File: config.mk
export PLATFORM = sky130hd
export DESIGN_NAME = cmpl_coalesce
export DESIGN_NICKNAME = d
export VERILOG_FILES = /design/src/rtl/cmpl_coalesce_pkg.sv /design/src/rtl/cmpl_count.sv /design/src/rtl/cmpl_holdoff.sv /design/src/rtl/cmpl_irq_gen.sv /design/src/rtl/cmpl_coalesce.sv
export SDC_FILE = /design/constraint.sdc
export NUM_CORES = 1
export LEC_CHECK = 0
export ABC_AREA = 0
export BUFFER_PORTS_ARGS = -buffer_cell sky130_fd_sc_hd__buf_2
export CORE_AREA = 2 2 104 106
export DETAILED_ROUTE_END_ITERATION = 6
export DIE_AREA = 0 0 106 108
export PLACE_DENSITY_LB_ADDON = 0.12
export RECOVER_POWER = 25
export SYNTH_ARGS = -nofsm -noshare
export SYNTH_HDL_FRONTEND = slang
export SYNTH_SLANG_ARGS = --single-unit
File: constraint.sdc
create_clock -name clk -period 5.4 [get_ports clk]
set_clock_uncertainty 0.05 [all_clocks]
set_input_delay 0.81 -clock clk [delete_from_list [all_inputs] [get_ports clk]]
set_output_delay 0.81 -clock clk [all_outputs]
set_load 0.005 [all_outputs]
File: src/rtl/cmpl_coalesce_pkg.sv
package cmpl_coalesce_pkg;

    typedef struct packed {
        logic en;
        logic irq;
    } irq_state_t;

    function automatic int max_int(input int a, input int b);
        return (a > b) ? a : b;
    endfunction

endpackage

File: src/rtl/cmpl_count.sv
module cmpl_count #(
    parameter int CNT_W = 20
) (
    input  logic             clk,
    input  logic             rst_n,
    input  logic             inc_i,
    input  logic             ack_we_i,
    input  logic [CNT_W-1:0] ack_amt_i,
    input  logic             load_i,
    input  logic [CNT_W-1:0] load_val_i,
    output logic [CNT_W-1:0] cnt_d_o,
    output logic [CNT_W-1:0] cnt_q_o
);
    localparam int SUM_W = CNT_W + 1;

    logic [CNT_W-1:0] cnt_d, cnt_q;
    logic [SUM_W-1:0] sum;

    always_comb begin
        sum = {1'b0, cnt_q} + SUM_W'(inc_i);
        if (sum[CNT_W]) begin
            sum = {1'b0, {CNT_W{1'b1}}};
        end
        if (ack_we_i) begin
            if (sum >= {1'b0, ack_amt_i}) begin
                sum = sum - {1'b0, ack_amt_i};
            end else begin
                sum = '0;
            end
        end
        cnt_d = sum[CNT_W-1:0];
        if (load_i) begin
            cnt_d = load_val_i;
        end
    end

    always_ff @(posedge clk or negedge rst_n) begin
        if (!rst_n) cnt_q <= '0;
        else        cnt_q <= cnt_d;
    end

    assign cnt_d_o = cnt_d;
    assign cnt_q_o = cnt_q;

    p_inc_r2: assert property (@(posedge clk) disable iff (!rst_n)
        (inc_i && !ack_we_i && !load_i && cnt_q != {CNT_W{1'b1}})
        |=> cnt_q == $past(cnt_q) + CNT_W'(1));

    p_ack_floor_r3: assert property (@(posedge clk) disable iff (!rst_n)
        (ack_we_i && !load_i && !inc_i && ack_amt_i > cnt_q) |=> cnt_q == '0);

    p_load_r11: assert property (@(posedge clk) disable iff (!rst_n)
        load_i |=> cnt_q == $past(load_val_i));
endmodule

File: src/rtl/cmpl_holdoff.sv
module cmpl_holdoff #(
    parameter int TMR_W = 26
) (
    input  logic             clk,
    input  logic             rst_n,
    input  logic             active_i,
    input  logic             restart_i,
    output logic [TMR_W-1:0] tmr_d_o,
    output logic [TMR_W-1:0] tmr_q_o
);
    localparam logic [TMR_W-1:0] TMR_MAX = {TMR_W{1'b1}};

    logic [TMR_W-1:0] tmr_d, tmr_q;

    always_comb begin
        if (!active_i || restart_i) begin
            tmr_d = '0;
        end else if (tmr_q == TMR_MAX) begin
            tmr_d = TMR_MAX;
        end else begin
            tmr_d = tmr_q + TMR_W'(1);
        end
    end

    always_ff @(posedge clk or negedge rst_n) begin
        if (!rst_n) tmr_q <= '0;
        else        tmr_q <= tmr_d;
    end

    assign tmr_d_o = tmr_d;
    assign tmr_q_o = tmr_q;

    p_restart_r8: assert property (@(posedge clk) disable iff (!rst_n)
        restart_i |=> tmr_q == '0);

    p_tmr_sat_r10: assert property (@(posedge clk) disable iff (!rst_n)
        (tmr_q == TMR_MAX && active_i && !restart_i) |=> tmr_q == TMR_MAX);
endmodule

File: src/rtl/cmpl_irq_gen.sv
module cmpl_irq_gen
    import cmpl_coalesce_pkg::*;
#(
    parameter int CNT_W      = 20,
    parameter int NUM_W      = 20,
    parameter int TIME_W     = 16,
    parameter int TIME_SHIFT = 10
) (
    input  logic                       clk,
    input  logic                       rst_n,
    input  logic [CNT_W-1:0]           cnt_d_i,
    input  logic [TIME_W+TIME_SHIFT-1:0] tmr_d_i,
    input  logic [NUM_W-1:0]           num_thresh_i,
    input  logic [TIME_W-1:0]          time_thresh_i,
    input  logic                       en_set_i,
    input  logic                       en_clr_i,
    output logic                       en_o,
    output logic                       irq_o
);
    localparam int TMR_W = TIME_W + TIME_SHIFT;
    localparam int CMP_W = max_int(CNT_W, NUM_W);

    irq_state_t st_d, st_q;
    logic [CMP_W-1:0] num_eff;
    logic [TMR_W-1:0] time_limit;
    logic             hit_num, hit_time;

    always_comb begin
        num_eff    = (num_thresh_i == '0) ? CMP_W'(1) : CMP_W'(num_thresh_i);
        time_limit = {time_thresh_i, {TIME_SHIFT{1'b0}}};
        hit_num    = CMP_W'(cnt_d_i) >= num_eff;
        hit_time   = (time_thresh_i != '0) && (tmr_d_i >= time_limit);

        st_d = st_q;
        if (en_set_i)      st_d.en = 1'b1;
        else if (en_clr_i) st_d.en = 1'b0;
        st_d.irq = st_d.en && (cnt_d_i != '0) && (hit_num || hit_time);
    end

    always_ff @(posedge clk or negedge rst_n) begin
        if (!rst_n) st_q <= '0;
        else        st_q <= st_d;
    end

    assign en_o  = st_q.en;
    assign irq_o = st_q.irq;

    p_gate_r9: assert property (@(posedge clk) disable iff (!rst_n)
        st_q.irq |-> st_q.en);

    p_set_wins_r9: assert property (@(posedge clk) disable iff (!rst_n)
        en_set_i |=> st_q.en);
endmodule

File: src/rtl/cmpl_coalesce.sv
module cmpl_coalesce #(
    parameter int CNT_W      = 20,
    parameter int NUM_W      = 20,
    parameter int TIME_W     = 16,
    parameter int TIME_SHIFT = 10
) (
    input  logic              clk,
    input  logic              rst_n,
    input  logic              cpl_valid_i,
    input  logic              cpl_notify_i,
    input  logic              ack_we_i,
    input  logic [CNT_W-1:0]  ack_amt_i,
    input  logic              cnt_we_i,
    input  logic [CNT_W-1:0]  cnt_wdata_i,
    input  logic              irq_en_set_i,
    input  logic              irq_en_clr_i,
    input  logic [NUM_W-1:0]  num_thresh_i,
    input  logic [TIME_W-1:0] time_thresh_i,
    output logic              irq_o,
    output logic [CNT_W-1:0]  pend_cnt_o
);
    localparam int TMR_W = TIME_W + TIME_SHIFT;

    logic [CNT_W-1:0] cnt_d, cnt_q;
    logic [TMR_W-1:0] tmr_d, tmr_q;
    logic             en_q;
    logic             inc, restart;

    assign inc     = cpl_valid_i && cpl_notify_i;
    assign restart = ack_we_i || cnt_we_i;

    cmpl_count #(.CNT_W(CNT_W)) u_count (
        .clk        (clk),
        .rst_n      (rst_n),
        .inc_i      (inc),
        .ack_we_i   (ack_we_i),
        .ack_amt_i  (ack_amt_i),
        .load_i     (cnt_we_i),
        .load_val_i (cnt_wdata_i),
        .cnt_d_o    (cnt_d),
        .cnt_q_o    (cnt_q)
    );

    cmpl_holdoff #(.TMR_W(TMR_W)) u_holdoff (
        .clk       (clk),
        .rst_n     (rst_n),
        .active_i  (cnt_q != '0),
        .restart_i (restart),
        .tmr_d_o   (tmr_d),
        .tmr_q_o   (tmr_q)
    );

    cmpl_irq_gen #(
        .CNT_W      (CNT_W),
        .NUM_W      (NUM_W),
        .TIME_W     (TIME_W),
        .TIME_SHIFT (TIME_SHIFT)
    ) u_irq (
        .clk           (clk),
        .rst_n         (rst_n),
        .cnt_d_i       (cnt_d),
        .tmr_d_i       (tmr_d),
        .num_thresh_i  (num_thresh_i),
        .time_thresh_i (time_thresh_i),
        .en_set_i      (irq_en_set_i),
        .en_clr_i      (irq_en_clr_i),
        .en_o          (en_q),
        .irq_o         (irq_o)
    );

    assign pend_cnt_o = cnt_q;

    p_idle_timer_r7: assert property (@(posedge clk) disable iff (!rst_n)
        cnt_q == '0 |-> tmr_q == '0);

    p_irq_nonzero_r7: assert property (@(posedge clk) disable iff (!rst_n)
        irq_o |-> cnt_q != '0);

    p_irq_masked_r12: assert property (@(posedge clk) disable iff (!rst_n)
        !en_q |-> !irq_o);
endmodule

Word level (Yosys, flattened, before mapping)

Index checks and enable logic that the tools add are counted.

Bits in registers: 48
Latch bits: 0
Bits in writable memories: 0
Memory bits (read-only): 0
Bits of input ports: 84
Output and inout port bits: 21
Word-level logic and storage cells: 32
Memories: 0

$add $sub $neg: 3
Multiply operators: 0
Divide/modulo/power cells: 0
Order comparisons: 3
Equality and inequality tests: 1
Shifts and indexed selects: 0
Multiplexer cells: 9
Bitwise gates (word level): 0
Reductions and logical operators: 12

Operators with widths:

| kind                                           | number |
|---|---|
| 2-to-1 mux 20 bit                              | 5 |
| 2-to-1 mux 26 bit                              | 2 |
| >= comparator 20 bit                           | 2 |
| nonzero test 20 bit                            | 2 |
| adder 26 x 1 -> 26 bit (second input constant) | 1 |
| equality test 26 bit (second input constant)   | 1 |
| >= comparator 26 bit                           | 1 |
| adder 20 x 1 -> 21 bit                         | 1 |
| logical NOT 20 bit                             | 1 |
| subtractor 20 bit                              | 1 |
| nonzero test 16 bit                            | 1 |
| logical AND 1 bit                              | 4 |
| logical OR 1 bit                               | 3 |
| 2-to-1 mux 1 bit                               | 2 |
| logical NOT 1 bit                              | 1 |

Longest topological paths before layout

Gate-level depths: netlist (run 1).

Depth in word-level cells: 10
Depth in mapped cells: 30
Gate-level depth less buffers: 28

Cells and area by module

From an unflattened synthesis (run 1), not the netlist that was laid out.

Cells, all modules: 620
Area, all modules: 5026.1 µm²

By module, submodules not included:

| module        | times used | cells each | area an instance (µm²) | seq. area each (µm²) |
|---|---|---|---|---|
| cmpl_count    | 1          | 320        | 2501.1                 | 500.5 |
| cmpl_holdoff  | 1          | 142        | 1353.8                 | 650.6 |
| cmpl_irq_gen  | 1          | 149        | 1116.1                 | 50.0 |
| cmpl_coalesce | 1          | 9          | 55.1                   | 0.0 |

Worst setup path after synthesis (run 1)

OpenSTA, ideal clock, no wires.

Path kind: input-to-reg
Start point: input cpl_valid_i
End point: register u_irq.st_q, in the netlist u_irq.irq_o
Arrival: 5381 ps
Path slack: -160 ps
Cell stages on the path: 30
Path through: and2_1 > ha_1 > ha_1 > and3_1 > clkbuf_1 > nand3_2 > or2_1 > buf_4 > and2_1 > inv_1 > ha_1 > o21ai_0 > o21bai_2 > a221oi_4 > o211ai_4 > nand2_1 > buf_2 > nor2_1 > or2_2 > inv_1 > ha_1 > nand2b_1 > a21oi_1 > nor2b_1 > o21ai_0 > a21o_1 > a21oi_1 > o31ai_1 > a31oi_1 > o41a_1

RTL lines:

| item                 | line               | RTL |
|---|---|---|
| from (decl)          | cmpl_coalesce.sv:9 | `input logic cpl_valid_i,` |
| to (signal assigned) | cmpl_irq_gen.sv:42 | `else st_q <= st_d;` |
| to (decl)            | cmpl_irq_gen.sv:23 | `irq_state_t st_d, st_q;` |

==> results of run 1 <==
-- worst max-delay path: stages --
cell      delay [ns]
buf_2           0.07
and2_1          0.12
ha_2            0.17
buf_4           0.11
nand4_1         0.15
nor3_2          0.26
buf_4           0.18
nand4_1         0.14
xor2_2          0.25
nand2_1         0.12
ha_1            0.30
and3_4          0.20
a221oi_4        0.29
o211ai_4        0.15
nand2_2         0.13
nor2_1          0.05
or2_2           0.30
inv_1           0.06
ha_1            0.21
nand2b_1        0.14
a21oi_1         0.14
nor2b_1         0.06
o21ai_0         0.17
a21o_1          0.14
a21oi_1         0.06
o31ai_1         0.25
a31oi_1         0.11
o41a_1          0.12
-- cell usage after synthesis, drive strengths merged, types with 4 or more instances --
| cell type | count |
|---|---|
| nand3 | 30 |
| and3 | 16 |
| nor4 | 20 |
| buf | 10 |
| xor2 | 19 |
| nor3 | 13 |
| o21ai | 35 |
| and2 | 9 |
| xnor2 | 18 |
| a2bb2oi | 4 |
| o211ai | 5 |
| clkbuf | 11 |
| nand2b | 9 |
| o21bai | 5 |
| a21o | 17 |
| or2 | 5 |
| o2111ai | 4 |
| a31oi | 9 |
| a22oi | 6 |
| mux2i | 4 |
| ha | 59 |
| inv | 76 |
| nor2b | 5 |
| or3 | 7 |
| and4 | 11 |
| dfrtp | 48 |
| a211oi | 10 |
| a21oi | 54 |
| nor2 | 40 |
| nand4 | 20 |
| nand2 | 37 |
-- logic make-up (layout without fill, tap and decap cells) --
kind of cell,count (synthesis),count (layout),synth area share
AND/OR/NAND/NOR,229,229,0.2381
AO/OA/AOI/OAI,187,187,0.2450
buffers and inverters,97,255,0.07424
adder cells (fa/ha/maj),60,60,0.1437
flip-flops,48,48,0.2277
XOR/XNOR,37,37,0.06143
multiplexers,5,5,0.009725
-- metal layers --
metal | GRT usage | routed length [um] | vias to the layer above | part of all wire
li1 | - | - | 2774 | -
met5 | 0 | 0 | - | 0
met4 | 0.07049 | 387 | 0 | 0.023
met1 | 0.3864 | 7274 | 2697 | 0.44
met2 | 0.4986 | 7656 | 248 | 0.46
met3 | 0.03617 | 1194 | 36 | 0.072
-- layout by cell type, fill, tap and decap left out, types with 5 or more instances in the layout --
cell type	synthesis	layout
dfrtp_1	48	48
nand2_1	37	36
and2_1	8	7
nor2b_1	5	5
a21oi_1	54	52
xnor2_1	18	18
inv_1	76	76
buf_2	7	103
and3_1	16	14
buf_4	1	67
or3_1	7	7
nor2_1	39	38
nand4_1	19	19
xor2_1	19	18
nand2b_1	9	9
nand3_1	29	29
o21ai_0	33	29
nor3_1	12	10
nor4_1	20	18
a21o_1	15	15
clkbuf_8	0	6
a22oi_1	6	6
a31oi_1	9	7
ha_1	59	55
and4_1	11	11
a211oi_1	6	6
-- worst paths after layout --
path                                           from                    end  slack [ns]  depth (start not counted)
worst min register to register           u_irq.en_o             u_irq.en_o        0.45                          2
worst min-delay path                     u_irq.en_o             u_irq.en_o        0.45                          2
max in group asynchronous                     rst_n     u_count.cnt_q_o[2]        2.60                          1
worst max-delay path                    cpl_valid_i            u_irq.irq_o        0.26                         28
worst max register to register  u_count.cnt_q_o[11]            u_irq.irq_o        0.45                         24
min in group asynchronous                     rst_n  u_holdoff.tmr_q_o[14]        1.24                          1
-- report_power, final --
| part | total [mW] | switching [mW] | internal, mW |
|---|---|---|---|
| logic | 0.720 | 0.384 | 0.336 |
| registers | 0.429 | 0.0458 | 0.383 |
| clock network | 0.235 | 0.130 | 0.105 |
-- state kept, by name, summed over array words and instances, names as in the netlist --
name / flops
u_count.cnt_q_o: 20
u_holdoff.tmr_q_o: 26
u_irq.en_o: 1
u_irq.irq_o: 1
-- repair_timing --
action	CTS	global route
buffers inserted	0	3
hold endpoints to repair	0	0
gates resized for setup	0	26
setup endpoints to repair	0	1
-- layout make-up --
type                            count  area [um^2]
Fill cell                         899         3636
Timing Repair Buffer              171         1022
Clock buffer                        6        82.58
Tap cell                          136        170.2
Inverter                           76        285.3
Clock inverter                      2        13.76
Multi-Input combinational cell    518         3820
Sequential cell                    48         1201
==> impl_metrics.toml, run 1 <==
[final_layout]
syn2layout_area_growth_pct = 25.02
fin_util = 0.6446
drive_gt1_frac = 0.2741
finalNetCount = 964
final_area_mm2 = 0.006595
diodes = 0
fin_cells = 957

[yosys]
avgSynthCellArea_um2 = 7.956
synth.top_cells.by_area = "dfrtp_1, ha_1, inv_1, a21oi_1, xor2_1"
synth_area_mm2 = 0.005275
synthDominantCellAreaShare = 0.2277
synthFlopType = "dfrtp_1"
yosysTopAreaCell = "dfrtp_1"
synth_warnings = 0
async_flop_share = 1.000
synth_seq_cells = 48
synth_cells = 663
ys_types = 75
synth-seq-area-share = 0.2277
synth_edf_count = 0
syn_nets = 807

[grt]
grt_max_degree = 49
overflow = 0
grt_pass1_wl_mm = 26.49
antenna_found_initial = 0
first_global_vias = 5589
grtUsageTotal = 0.2888

[cts]
clockRootBuffer = "clkbuf_8"
postCtsHoldBufs = 0
numCtsBuffers = 5
cts_sinks = 48
clkTransAtPathRegs_ns = 0.09
cts_tree = "yes"
clk_path_buf_depth = 2
cts.htree.levels = 2
clk_latency_ns = 0.31

[power]
p_per_area_mw_per_mm2 = 209.9
vdd.ir_drop.worst_mv = 0.1443
p_leak_nw = 3.243
power_mw = 1.384

[timing]
report.final.slew_viol_count = 49
hold_slack_ns = 0.4485
worst_pin_slew_ns = 2.575
fmax_mhz = 194.7
setup-tns-final_ns = 0
setup_slack_ns = 0.2627
period_minus_slack_ns = 5.137
finalCritPeriodShare = 0.9514
hold_viol_final = 0
slew_headroom = -0.7164
setup_viol = 0

[placed_design]
placed_cells_incl_taps = 946
place_ws_ns = -0.2217
portBuffers = 104
hpwl_mm = 13.54
gp_congestion = 0.9771
placed_area_mm2 = 0.006349

[die]
die_x_um = 106
core_mm2 = 0.01023
rows = 37
start_util = 0.5156
die-area_mm2 = 0.01145
ios = 105
die_h_um = 108

[drt]
drt.antenna.violating_nets = 0
drt_iter0_markers = 378
vias = 5755
via_per_inst = 6.014
post_drt_wl_per_cell_um = 17.25
drc = 0
routed_wl_mm = 16.51
first_pass_iters = 5

[hold_path]
min_path_type = "flop to flop"

[worst_setup_path]
crit_required_ns = 5.54
cp_max_fo = 5
crit_type = "input pin to flop"
arrival_ns = 5.28
crit_path_start_kind = "input pin"
end_kind = "flop"

[run]
cap_violations = 1

[status]
violations = "capacitance limit, slew limit"
status = "finished, violations left"
Power figures use the tool's default switching activity.
==> run 2, diff against run 1 <==
--- a/config.mk
+++ b/config.mk
@@ -7,9 +7,12 @@
 export LEC_CHECK = 0
 export ABC_AREA = 0
 export BUFFER_PORTS_ARGS = -buffer_cell sky130_fd_sc_hd__buf_2
-export CORE_AREA = 2 2 104 106
+export CORE_AREA = 2 2 103 105
+export CTS_BUF_LIST = sky130_fd_sc_hd__clkbuf_8
+export CTS_CLUSTER_DIAMETER = 150
 export DETAILED_ROUTE_END_ITERATION = 6
-export DIE_AREA = 0 0 106 108
+export DIE_AREA = 0 0 105 107
+export MAX_ROUTING_LAYER = met4
 export PLACE_DENSITY_LB_ADDON = 0.12
 export RECOVER_POWER = 25
 export SYNTH_ARGS = -nofsm -noshare
==> impl_metrics.toml, run 2 (same netlist as run 1, synthesis figures left out) <==
[status]
status = "finished, violations left"
violations = "capacitance limit, slew limit"

[power]
p_per_area_mw_per_mm2 = 221.9
sequentialPowerShare = 0.289
power_mw = 1.482
vdd.ir_drop.worst_mv = 0.1250
clkPwrFrac = 0.216
p_leak_nw = 3.327
switchingPower_mw = 0.5672
p_comb_frac = 0.496
switching_share = 0.3827
p_int_mw = 0.9150

[cts]
clkTransAtPathRegs_ns = 0.10
cts_tree = "yes"
postCtsHoldBufs = 0
clk_latency_ns = 0.32
clockRootBuffer = "clkbuf_8"
clk_path_buf_depth = 2
cts_sinks = 48
numCtsBuffers = 5
cts.htree.levels = 2

[timing]
setup_viol = 0
finalCritPeriodShare = 0.9738
report.final.slew_viol_count = 49
slew_headroom = -0.7445
worst_pin_slew_ns = 2.617
period_minus_slack_ns = 5.258
fmax_mhz = 190.2
hold_viol_final = 0
hold_slack_ns = 0.4408

[final_layout]
drive_gt1_frac = 0.2806
final_cell_mix = "buf_2, buf_4, inv_1, ha_1, a21oi_1"
multiInputGateArea_mm2 = 0.003766
largest_reg_flops = 26
diodes = 0
final_area_mm2 = 0.006680
nFillCells = 911
finalNetCount = 977
syn2layout_area_growth_pct = 26.64
regArea_mm2 = 0.001201
fin_cells = 970
final_common_cell = "buf_2"

[drt]
post_drt_wl_per_cell_um = 17.34
routed_wl_mm = 16.82
drc = 0
via_per_inst = 5.953
drt_iter0_markers = 360
first_pass_iters = 5
vias = 5774
drt.antenna.violating_nets = 0

[placed_design]
placed_cells_incl_taps = 957
gp_congestion = 0.9899
portBuffers = 104
hpwl_mm = 13.91
placed_area_mm2 = 0.006431

[grt]
grt_max_degree = 49
first_global_vias = 5645
antenna_found_initial = 0
grtUsageTotal = 0.3066
overflow = 0
grt_pass1_wl_mm = 26.96

[worst_setup_path]
crit_type = "input pin to flop"
arrival_ns = 5.47
end_kind = "flop"
crit_required_ns = 5.61
cp_max_fo = 7
crit_path_start_kind = "input pin"
reg2reg_slack_ns = 0.39

[run]
cap_violations = 1

[die]
ios = 105
die_h_um = 107
die-area_mm2 = 0.01124
core_mm2 = 0.01009
start_util = 0.5227
die_x_um = 105
rows = 37

[hold_path]
min_path_type = "flop to flop"
## run 2: worst max-delay path: stages
cell and delay (ns):
buf_2 0.09, and2_1 0.14, ha_1 0.19, ha_2 0.19
and3_4 0.19, nand3_2 0.06, or2_1 0.13, buf_4 0.17
buf_4 0.14, nand2_1 0.06, ha_2 0.40, and4_4 0.27
nand4_1 0.13, a21oi_2 0.19, nor3_2 0.08, buf_4 0.14
o2111ai_1 0.21, o211ai_1 0.16, mux2i_1 0.15, a21o_1 0.21
ha_1 0.34, nand3_1 0.13, nor4_1 0.36, o31ai_2 0.13
a31oi_1 0.23, o41a_1 0.17
## run 2: worst paths after layout
check / cells after the start / endpoint / start
max in group asynchronous: 1 / u_holdoff.tmr_q_o[12] / rst_n
max: 26 / u_irq.irq_o / cpl_valid_i
min reg2reg: 2 / u_irq.en_o / u_irq.en_o
min in group asynchronous: 1 / u_holdoff.tmr_q_o[25] / rst_n
min: 2 / u_irq.en_o / u_irq.en_o
max reg2reg: 20 / u_irq.irq_o / u_count.cnt_q_o[11]
## run 2: power groups by stage
stage | clock, mW | sequential (mW) | combinational [mW]
floorplan | 0 | 0.420 | 0.405
global placement | 0 | 0.432 | 0.693
detailed placement | 0 | 0.433 | 0.699
CTS | 0.324 | 0.426 | 0.705
global route | 0.340 | 0.432 | 0.807
finish | 0.320 | 0.428 | 0.735
## run 2: timing repair
item | CTS | global route
buffers inserted | 0 | 5
setup endpoints to repair | 0 | 1
gates resized for setup | 0 | 25
## run 2: metrics by stage
| stage | util | setup TNS [ns] | setup WS, ns |
|---|---|---|---|
| 6_report | 0.6619 | 0 | 0.1416 |
| 3_3_place_gp | 0.6372 | -0.1118 | -0.1118 |
| 3_5_place_dp | 0.6372 | -0.2215 | -0.2215 |
| 5_1_grt | 0.6619 | -0.05073 | -0.05073 |
| 4_1_cts | 0.6509 | 0 | 0.09887 |
| 2_1_floorplan | - | 0 | 0.004052 |
## run 2: final cells by class
class                   count  area share
multi-input cells         518      0.5638
flip-flops and latches     48      0.1798
repair buffers            184      0.1676
inverters                  76     0.04270
well taps                 136     0.02547
clock buffers               5     0.01030
clock inverters             3     0.01030
## run 2: per-layer routing
layer | part of all wire | track usage
met5 | 0 | -
met4 | 0.038 | 0.1276
met3 | 0.056 | 0.04195
met2 | 0.49 | 0.5209
met1 | 0.42 | 0.3677
==> run 3, diff against run 2 <==
--- a/config.mk
+++ b/config.mk
@@ -12,6 +12,7 @@
 export CTS_CLUSTER_DIAMETER = 150
 export DETAILED_ROUTE_END_ITERATION = 6
 export DIE_AREA = 0 0 105 107
+export GPL_TIMING_DRIVEN = 0
 export MAX_ROUTING_LAYER = met4
 export PLACE_DENSITY_LB_ADDON = 0.12
 export RECOVER_POWER = 25
==> impl_metrics.toml, run 3 (same netlist as run 1, synthesis figures left out) <==
[status]
status = "finished, violations left"
violations = "capacitance limit, slew limit"

[final_layout]
syn2layout_area_growth_pct = 26.33
largest_reg_flops = 26
drive_gt1_frac = 0.2762
finalNetCount = 936
final_cell_mix = "buf_2, inv_1, ha_1, dfrtp_1, a21oi_1"
fin_util = 0.6603
nFillCells = 903
diodes = 0
final_common_cell = "buf_2"
fin_cells = 929

[timing]
hold_viol_final = 0
finalCritPeriodShare = 0.9844
period_minus_slack_ns = 5.316
report.final.slew_viol_count = 49
worst_pin_slew_ns = 2.535
slew_headroom = -0.6899
setup_viol = 0
fmax_mhz = 188.1
setup_slack_ns = 0.08448

[drt]
routed_wl_mm = 16.88
post_drt_wl_per_cell_um = 18.17
first_pass_iters = 5
via_per_inst = 6.075
drt.antenna.violating_nets = 0
vias = 5644
drc = 0
drt_iter0_markers = 441

[power]
p_leak_nw = 3.147
p_per_area_mw_per_mm2 = 207.1
vdd.ir_drop.worst_mv = 0.1658

[placed_design]
hpwl_mm = 13.01
portBuffers = 103
placed_cells_incl_taps = 902
place_ws_ns = -0.9194
gp_congestion = 0.9670

[grt]
first_global_vias = 5508
grt_max_degree = 49
antenna_found_initial = 0
grtUsageTotal = 0.3056
overflow = 0
grt_pass1_wl_mm = 26.77

[cts]
clockRootBuffer = "clkbuf_8"
clk_path_buf_depth = 2
clkTransAtPathRegs_ns = 0.09
clk_latency_ns = 0.31
cts.htree.levels = 2
numCtsBuffers = 5
cts_tree = "yes"
postCtsHoldBufs = 0
cts_sinks = 48

[die]
rows = 37
die-area_mm2 = 0.01124
ios = 105
core_mm2 = 0.01009
die_x_um = 105
die_h_um = 107
start_util = 0.5227

[worst_setup_path]
crit_type = "input pin to flop"
arrival_ns = 5.51
crit_required_ns = 5.59
critical_path.max_stage_delay_ns = 0.41
cp_max_fo = 7
crit_path_start_kind = "input pin"
slowest_stage = "a2111oi_0"
end_kind = "flop"

[hold_path]
min_path_type = "flop to flop"

[run]
cap_violations = 1
==> run 3: changes by cell type in the layout (fill, tap and decap cells not counted), sizes merged <==
cell / before / now
clkinv: 0 / 1
bufinv: 2 / 0
clkbuf: 6 / 18
buf: 183 / 131
==> run 3: per-layer routing <==
| metal | part of all wire | track usage | vias up | wire (um) |
|---|---|---|---|---|
| met4 | 0.037 | 0.1048 | 0 | 627 |
| li1 | - | - | 2713 | - |
| met1 | 0.41 | 0.3679 | 2650 | 6964 |
| met2 | 0.50 | 0.5357 | 227 | 8434 |
| met5 | 0 | - | - | 0 |
| met3 | 0.051 | 0.03222 | 54 | 857 |
==> run 3: final cells by class <==
cell class / instances / area, um^2 / share of cell area
Multi-Input combinational cell: 518 / 4096 / 0.6147
Sequential cell: 48 / 1201 / 0.1802
Timing Repair Buffer: 124 / 689.4 / 0.1035
Inverter: 76 / 285.3 / 0.04281
Tap cell: 136 / 170.2 / 0.02554
Buffer: 19 / 125.1 / 0.01878
Clock buffer: 6 / 82.58 / 0.01239
Clock inverter: 2 / 13.76 / 0.002065
==> run 3: report_power, final <==
part / leakage (nW) / switching (mW) / internal, mW
clock network: 0.0516 / 0.127 / 0.105
logic: 2.47 / 0.404 / 0.318
registers: 0.628 / 0.0435 / 0.383
total: 3.15 / 0.574 / 0.806
==> run 3: stage by stage <==
| stage | power, mW | cell area (um^2) | hold WS, ns | setup TNS [ns] |
|---|---|---|---|---|
| 3_3_place_gp | 1.007 | 5976 | 0.4050 | -0.8143 |
| 4_1_cts | 1.328 | 6444 | 0.4238 | 0 |
| 2_1_floorplan | 0.8251 | 5290 | 0.3815 | 0 |
| 6_report | 1.380 | 6664 | 0.4213 | 0 |
| 3_5_place_dp | 1.020 | 5976 | 0.4027 | -0.9194 |
| 5_1_grt | 1.470 | 6664 | 0.4485 | -0.06333 |
==> run 3: worst max-delay path, delay by kind of cell <==
family	cells	cell delay, ns
simple gates	7	1.15
buf+inv	5	0.68
fa+ha+maj	4	0.99
compound gates	9	1.85
==> run 3: path summary, 6_finish.rpt <==
kind | end | cells past startpoint | slack, ns | from
worst max register to register | u_irq.irq_o | 21 | 0.23 | u_count.cnt_q_o[7]
max in group asynchronous | u_count.cnt_q_o[2] | 1 | 2.63 | rst_n
worst max-delay path | u_irq.irq_o | 25 | 0.08 | cpl_valid_i
min in group asynchronous | u_holdoff.tmr_q_o[15] | 1 | 1.22 | rst_n
worst min-delay path | u_irq.en_o | 2 | 0.42 | u_irq.en_o
worst min register to register | u_irq.en_o | 2 | 0.42 | u_irq.en_o
==> run 3: what timing repair did <==
action | CTS | global route
endpoints found under the setup margin | 1 | 1
gates cloned | 0 | 1
pin swaps | 15 | 21
buffers inserted | 15 | 5
resized for setup | 48 | 42
